<file path="src/rtl/xcvr_pkg.sv">
package xcvr_pkg;

    localparam int HALF_W_DEFAULT     = 8;
    localparam int NUM_HALVES_DEFAULT = 2;

    // Per-half control set, gathered from the flat port vectors.
    typedef struct packed {
        logic cap_ab;
        logic cap_ba;
        logic sel_ab;
        logic sel_ba;
        logic en_ab;
        logic en_ba_n;
    } half_ctrl_t;

    // Direction of a transfer slice; picks the enable polarity.
    typedef enum logic {
        DIR_A_TO_B = 1'b0,
        DIR_B_TO_A = 1'b1
    } xfer_dir_t;

    // Drive level of a pad enable given the raw control and the slice direction.
    function automatic logic drive_level(input logic en_raw, input xfer_dir_t dir);
        return (dir == DIR_B_TO_A) ? ~en_raw : en_raw;
    endfunction

    // True when a sampled strobe moved from 0 to 1.
    function automatic logic strobe_rose(input logic now_v, input logic prev_v);
        return now_v & ~prev_v;
    endfunction

endpackage

</file>
<file path="src/rtl/xcvr_rise_det.sv">
module xcvr_rise_det
    import xcvr_pkg::*;
(
    input  logic clk,
    input  logic strobe,
    output logic rose
);

    logic strobe_q;

    // Plain history flop: tracks the strobe through reset as well.
    always_ff @(posedge clk) begin
        strobe_q <= strobe;
    end

    always_comb begin
        rose = strobe_rose(strobe, strobe_q);
    end

endmodule

</file>
<file path="src/rtl/xcvr_path.sv">
module xcvr_path
    import xcvr_pkg::*;
#(
    parameter int        WIDTH = HALF_W_DEFAULT,
    parameter xfer_dir_t DIR   = DIR_A_TO_B
) (
    input  logic             clk,
    input  logic             rst,
    input  logic             cap_rise,
    input  logic             sel_stored,
    input  logic             en_raw,
    input  logic [WIDTH-1:0] src_port,
    output logic [WIDTH-1:0] dst_data,
    output logic             dst_oe
);

    logic [WIDTH-1:0] store_q;
    logic [WIDTH-1:0] store_nxt;
    logic [WIDTH-1:0] route_nxt;

    always_comb begin
        store_nxt = cap_rise ? src_port : store_q;
        route_nxt = sel_stored ? store_nxt : src_port;
    end

    always_ff @(posedge clk) begin
        if (rst) begin
            store_q  <= '0;
            dst_data <= '0;
            dst_oe   <= 1'b0;
        end else begin
            store_q  <= store_nxt;
            dst_data <= route_nxt;
            dst_oe   <= drive_level(en_raw, DIR);
        end
    end

endmodule

</file>
<file path="src/rtl/xcvr_half.sv">
module xcvr_half
    import xcvr_pkg::*;
#(
    parameter int WIDTH = HALF_W_DEFAULT
) (
    input  logic             clk,
    input  logic             rst,
    input  half_ctrl_t       ctrl,
    input  logic [WIDTH-1:0] a_pad,
    input  logic [WIDTH-1:0] b_pad,
    output logic [WIDTH-1:0] a_drv,
    output logic             a_drv_oe,
    output logic [WIDTH-1:0] b_drv,
    output logic             b_drv_oe
);

    logic rise_ab;
    logic rise_ba;

    xcvr_rise_det u_rise_ab (
        .clk    (clk),
        .strobe (ctrl.cap_ab),
        .rose   (rise_ab)
    );

    xcvr_rise_det u_rise_ba (
        .clk    (clk),
        .strobe (ctrl.cap_ba),
        .rose   (rise_ba)
    );

    // A register feeds the B port.
    xcvr_path #(.WIDTH(WIDTH), .DIR(DIR_A_TO_B)) u_path_ab (
        .clk        (clk),
        .rst        (rst),
        .cap_rise   (rise_ab),
        .sel_stored (ctrl.sel_ab),
        .en_raw     (ctrl.en_ab),
        .src_port   (a_pad),
        .dst_data   (b_drv),
        .dst_oe     (b_drv_oe)
    );

    // B register feeds the A port.
    xcvr_path #(.WIDTH(WIDTH), .DIR(DIR_B_TO_A)) u_path_ba (
        .clk        (clk),
        .rst        (rst),
        .cap_rise   (rise_ba),
        .sel_stored (ctrl.sel_ba),
        .en_raw     (ctrl.en_ba_n),
        .src_port   (b_pad),
        .dst_data   (a_drv),
        .dst_oe     (a_drv_oe)
    );

endmodule

</file>
<file path="src/rtl/bidir_reg_xcvr.sv">
module bidir_reg_xcvr
    import xcvr_pkg::*;
#(
    parameter int HALF_W     = HALF_W_DEFAULT,
    parameter int NUM_HALVES = NUM_HALVES_DEFAULT
) (
    input  logic                         clk,
    input  logic                         rst,
    input  logic [NUM_HALVES-1:0]        cap_ab,
    input  logic [NUM_HALVES-1:0]        cap_ba,
    input  logic [NUM_HALVES-1:0]        sel_ab,
    input  logic [NUM_HALVES-1:0]        sel_ba,
    input  logic [NUM_HALVES-1:0]        en_ab,
    input  logic [NUM_HALVES-1:0]        en_ba_n,
    input  logic [NUM_HALVES*HALF_W-1:0] a_in,
    output logic [NUM_HALVES*HALF_W-1:0] a_out,
    output logic [NUM_HALVES-1:0]        a_oe,
    input  logic [NUM_HALVES*HALF_W-1:0] b_in,
    output logic [NUM_HALVES*HALF_W-1:0] b_out,
    output logic [NUM_HALVES-1:0]        b_oe
);

    localparam int BUS_W = NUM_HALVES * HALF_W;

    half_ctrl_t       ctrl [NUM_HALVES];
    logic [BUS_W-1:0] a_drv_all;
    logic [BUS_W-1:0] b_drv_all;

    for (genvar h = 0; h < NUM_HALVES; h++) begin : g_half
        always_comb begin
            ctrl[h] = '{cap_ab : cap_ab[h], cap_ba : cap_ba[h],
                        sel_ab : sel_ab[h], sel_ba : sel_ba[h],
                        en_ab  : en_ab[h],  en_ba_n : en_ba_n[h]};
        end

        xcvr_half #(.WIDTH(HALF_W)) u_half (
            .clk      (clk),
            .rst      (rst),
            .ctrl     (ctrl[h]),
            .a_pad    (a_in[h*HALF_W +: HALF_W]),
            .b_pad    (b_in[h*HALF_W +: HALF_W]),
            .a_drv    (a_drv_all[h*HALF_W +: HALF_W]),
            .a_drv_oe (a_oe[h]),
            .b_drv    (b_drv_all[h*HALF_W +: HALF_W]),
            .b_drv_oe (b_oe[h])
        );
    end

    assign a_out = a_drv_all;
    assign b_out = b_drv_all;

endmodule

</file>
<file path="config.mk">
export PLATFORM = sky130hd
export DESIGN_NAME = bidir_reg_xcvr
export DESIGN_NICKNAME = d
export VERILOG_FILES = /design/src/rtl/xcvr_pkg.sv /design/src/rtl/xcvr_rise_det.sv /design/src/rtl/xcvr_path.sv /design/src/rtl/xcvr_half.sv /design/src/rtl/bidir_reg_xcvr.sv
export SDC_FILE = /design/constraint.sdc
export NUM_CORES = 1
export LEC_CHECK = 0
export ABC_CLOCK_PERIOD_IN_PS = 850
export CAP_MARGIN = 10
export CELL_PAD_IN_SITES_DETAIL_PLACEMENT = 1
export CELL_PAD_IN_SITES_GLOBAL_PLACEMENT = 2
export CORE_UTILIZATION = 24
export CTS_BUF_LIST = sky130_fd_sc_hd__clkbuf_8
export CTS_CLUSTER_SIZE = 25
export DETAILED_ROUTE_END_ITERATION = 7
export GPL_TIMING_DRIVEN = 1
export PLACE_DENSITY_LB_ADDON = 0.1
export SLEW_MARGIN = 20
export SYNTH_ARGS = -nofsm -noshare
export SYNTH_HDL_FRONTEND = slang
export SYNTH_SLANG_ARGS = --single-unit
</file>
<file path="constraint.sdc">
create_clock -name clk -period 0.85 [get_ports clk]
set_input_delay 0.085 -clock clk [delete_from_list [all_inputs] [get_ports clk]]
set_output_delay 0.085 -clock clk [all_outputs]
set_load 0.02 [all_outputs]
</file>
==> reports/metrics.cfg, run 1 <==
[synth]
synth_top_area_share_pct = 55.2
synth-async-reset-ratio_pct = 0
synth_area_per_cell_sq_um = 8.48
synth_cells = 308
syn_area_sq_um = 2610
yosysSeqAreaShare_pct = 55.2
synthMostInstantiatedCell = dfxtp_1
synth-edff-count = 0
synth_common_cells = dfxtp_1, a21oi_1, nand2_1, nand3_1, o21ai_0
yosys_warnings = 0
ys.flop_type = dfxtp_1
ys_ff_latch = 72
synth_area_leaders = dfxtp_1, a21oi_1, nand2_1
synth_top_cell_by_area = dfxtp_1
synth_fp_nets = 354
ys_types = 15

[sta]
layout_min_cycle_time_ns = 0.965
tightest_slew_ns = 0.416
rsz0062_at_grt = yes
drv_slew = 0
hold_violations = 0
relSlewSlack_pct = 72.2
skew_ns = 0.00940
fin_crit_sh_pct = 113
fin_tns_setup_ns = -4.86
fin_ws_ns = -0.115
setup_viol = 100
max_clock_freq_mhz = 1040

[critical_path]
reg2regPathDepth = 3
cp-start-kind = flop
cp-startpoint = g_half[1].u_half.u_rise_ba.strobe_q
r2r-start = g_half[1].u_half.u_rise_ba.strobe_q
end_kind = flop
reg2reg_setup_slack_ns = -0.11
path_max_fanout = 8
r2r-end = g_half[1].u_half.u_path_ba.dst_data[7]
cpPeakStageDelay_ns = 0.33
worstPathCellList = and2b_4 > o21ai_2 > a21oi_1
critical_path.slowest_cell = dfxtp_2
critPathKind = flop to flop
worstSetupEndpoint = g_half[1].u_half.u_path_ba.dst_data[7]
arrival_ns = 1.22
worstPathRequired_ns = 1.11

[finish]
final_area_sq_um = 4100
finalCoreUtilization_pct = 39.4
syn_to_final_growth_pct = 56.9
stdcell_count = 527
layout-drive-gt1-share_pct = 46.0
nets = 435
antenna_cells = 0

[power]
internal_power_mw = 5.35
ir_drop_mv = 0.585
seq_power_share_pct = 50.6
powerDensity_nw_per_um2 = 1760
sw_frac_of_total_pct = 26.1
netSwitchingPower_mw = 1.88
p_leak_nw = 1.50
clkPwrFrac_pct = 32.3
combPwrFrac_pct = 17.0

[global_route]
grt_pass1_wl_um = 11800
grt_antenna_before_repair = 0
track_usage_pct = 13.5
grt_overflow = 0
grt_pass1_vias = 2392
grt_max_degree = 40

[route]
drc = 0
final_antenna_net_count = 0
drt_wl_total_um = 7500
drt_iter0_drc = 45
route.vias.total = 2422
avgRoutedWirePerCell_um = 14.2
viasPerCell = 4.60
first_pass_iters = 4

[die]
start_util_pct = 25.1
core-area_sq_um = 10400
die_w_um = 106
io_pins = 82
die_y_um = 106
dieArea_sq_um = 11300
num_rows = 37

[clocking]
cts_buffers = 9
clk_latency_ns = 0.34
clkTransAtPathRegs_ns = 0.08
cts_tree = built
clockRootBuffer = clkbuf_8
htree_levels = 3
clockBufferDepth = 2
clock-sinks = 72
cts_hold_buf = 0

[placement]
hpwl_um = 4420
dpl_cell_area_sq_um = 3530
portBuffers = 81
dp.cells = 508
post-place-ws_ns = -0.360
globalplace.congestion = 0.675

[flow_run]
cap_violations = 0

[status]
run_status = complete, but fails checks
violations = negative setup slack

[min_path]
hold_path.class = input pin to flop

## worst max-delay path, delay by kind of cell, from the launching register on
kind               cells  cell delay (ns)
AOI/OAI and AO/OA      2             0.22
DFF                    1             0.33
and+or+nand+nor        1             0.33
## how the worst min path moves through the flow
stage | startpoint | end | slack, ns | cells after the start
2_1_floorplan | cap_ab[0] | g_half[0].u_half.u_rise_ab.strobe_q | 0.11 | 0
3_5_place_dp | g_half[0].u_half.u_path_ab.store_q[5] | g_half[0].u_half.u_path_ab.store_q[5] | 0.45 | 2
5_1_grt | rst | g_half[0].u_half.u_path_ba.dst_data[5] | 0.16 | 3
4_1_cts | rst | g_half[1].u_half.u_path_ab.store_q[1] | 0.14 | 3
3_3_place_gp | g_half[0].u_half.u_path_ab.store_q[2] | g_half[0].u_half.u_path_ab.store_q[2] | 0.44 | 2
6_report | rst | g_half[0].u_half.u_path_ba.dst_data[5] | 0.16 | 3
## layer usage
metal  global-route usage, %  vias up  wire [um]
met3                    3.74        9        371
met2                    21.8       54       3520
met1                    16.9     1161       3490
met4                    5.36        0        111
met5                       0        -          0
li1                        -     1198          -
## cells by family after synthesis
family	count (synthesis)	synth area share, %
AND/OR/NAND/NOR	108	18.6
AO/OA/AOI/OAI	96	18.4
flip-flops	72	55.2
buffers and inverters	32	7.85
## cell usage in the layout, fill, tap and decap left out
cell / instances
clkdlybuf4s50_1: 44
nand2_1: 43
buf_6: 39
dfxtp_2: 38
a21oi_1: 37
dfxtp_1: 34
nand3_1: 30
a21oi_2: 27
nand2_2: 21
o21ai_2: 18
o21ai_1: 11
clkbuf_8: 11
and2b_4: 8
buf_4: 6
inv_1: 5
nand2b_4: 4
o21ai_0: 3
buf_12: 3
nor2_1: 2
nor2b_1: 2
nand3_2: 2
clkinv_2: 1
nand2b_2: 1
buf_2: 1
## flip-flops by register name, summed over array words and instances (netlist names)
| register | flops |
|---|---|
| g_half.u_half.u_path_ba.store_q | 16 |
| g_half.u_half.u_path_ab.store_q | 16 |
| g_half.u_half.u_path_ba.dst_data | 16 |
| g_half.u_half.u_path_ab.dst_data | 16 |
| g_half.u_half.u_path_ab.dst_oe | 2 |
| g_half.u_half.u_rise_ab.strobe_q | 2 |
| g_half.u_half.u_path_ba.dst_oe | 2 |
| g_half.u_half.u_rise_ba.strobe_q | 2 |
## area by class of cell
type	count	area, sq um
clock inverter	2	8.76
timing repair buffer	93	990
inverter	4	15.0
clock buffer	11	151
multi-input combinational	209	1280
fill	1215	6320
sequential	72	1490
tap	136	170
## metrics by stage
step | hold WS, ns | power (mW)
2_1_floorplan | 0.113 | 4.23
3_3_place_gp | 0.442 | 4.73
3_5_place_dp | 0.449 | 4.74
4_1_cts | 0.144 | 7.30
5_1_grt | 0.160 | 7.64
6_report | 0.164 | 7.23
## repair_timing
item / 4_1_cts / 5_1_grt
setup endpoints to repair: 100 / 100
gates cloned: 5 / 1
resized for setup: 314 / 43
pin swaps: 47 / 23
setup buffers: 0 / 0
## power by group through the flow
| stage | Clock, mW | Combinational, mW | Sequential (mW) |
|---|---|---|---|
| after floorplan | 0 | 0.436 | 3.79 |
| after global placement | 0 | 1.04 | 3.69 |
| after detailed placement | 0 | 1.05 | 3.69 |
| after CTS | 2.46 | 1.17 | 3.66 |
| after global routing | 2.64 | 1.33 | 3.68 |
| final | 2.34 | 1.23 | 3.66 |
Note: power is estimated with default switching activity, not from simulation.
==> run 2, diff against run 1 <==
Settings changed: SLEW_MARGIN 20 to default.
==> results of run 2 <==
The final DEF is identical to that of run 1; final timing and power are the same.
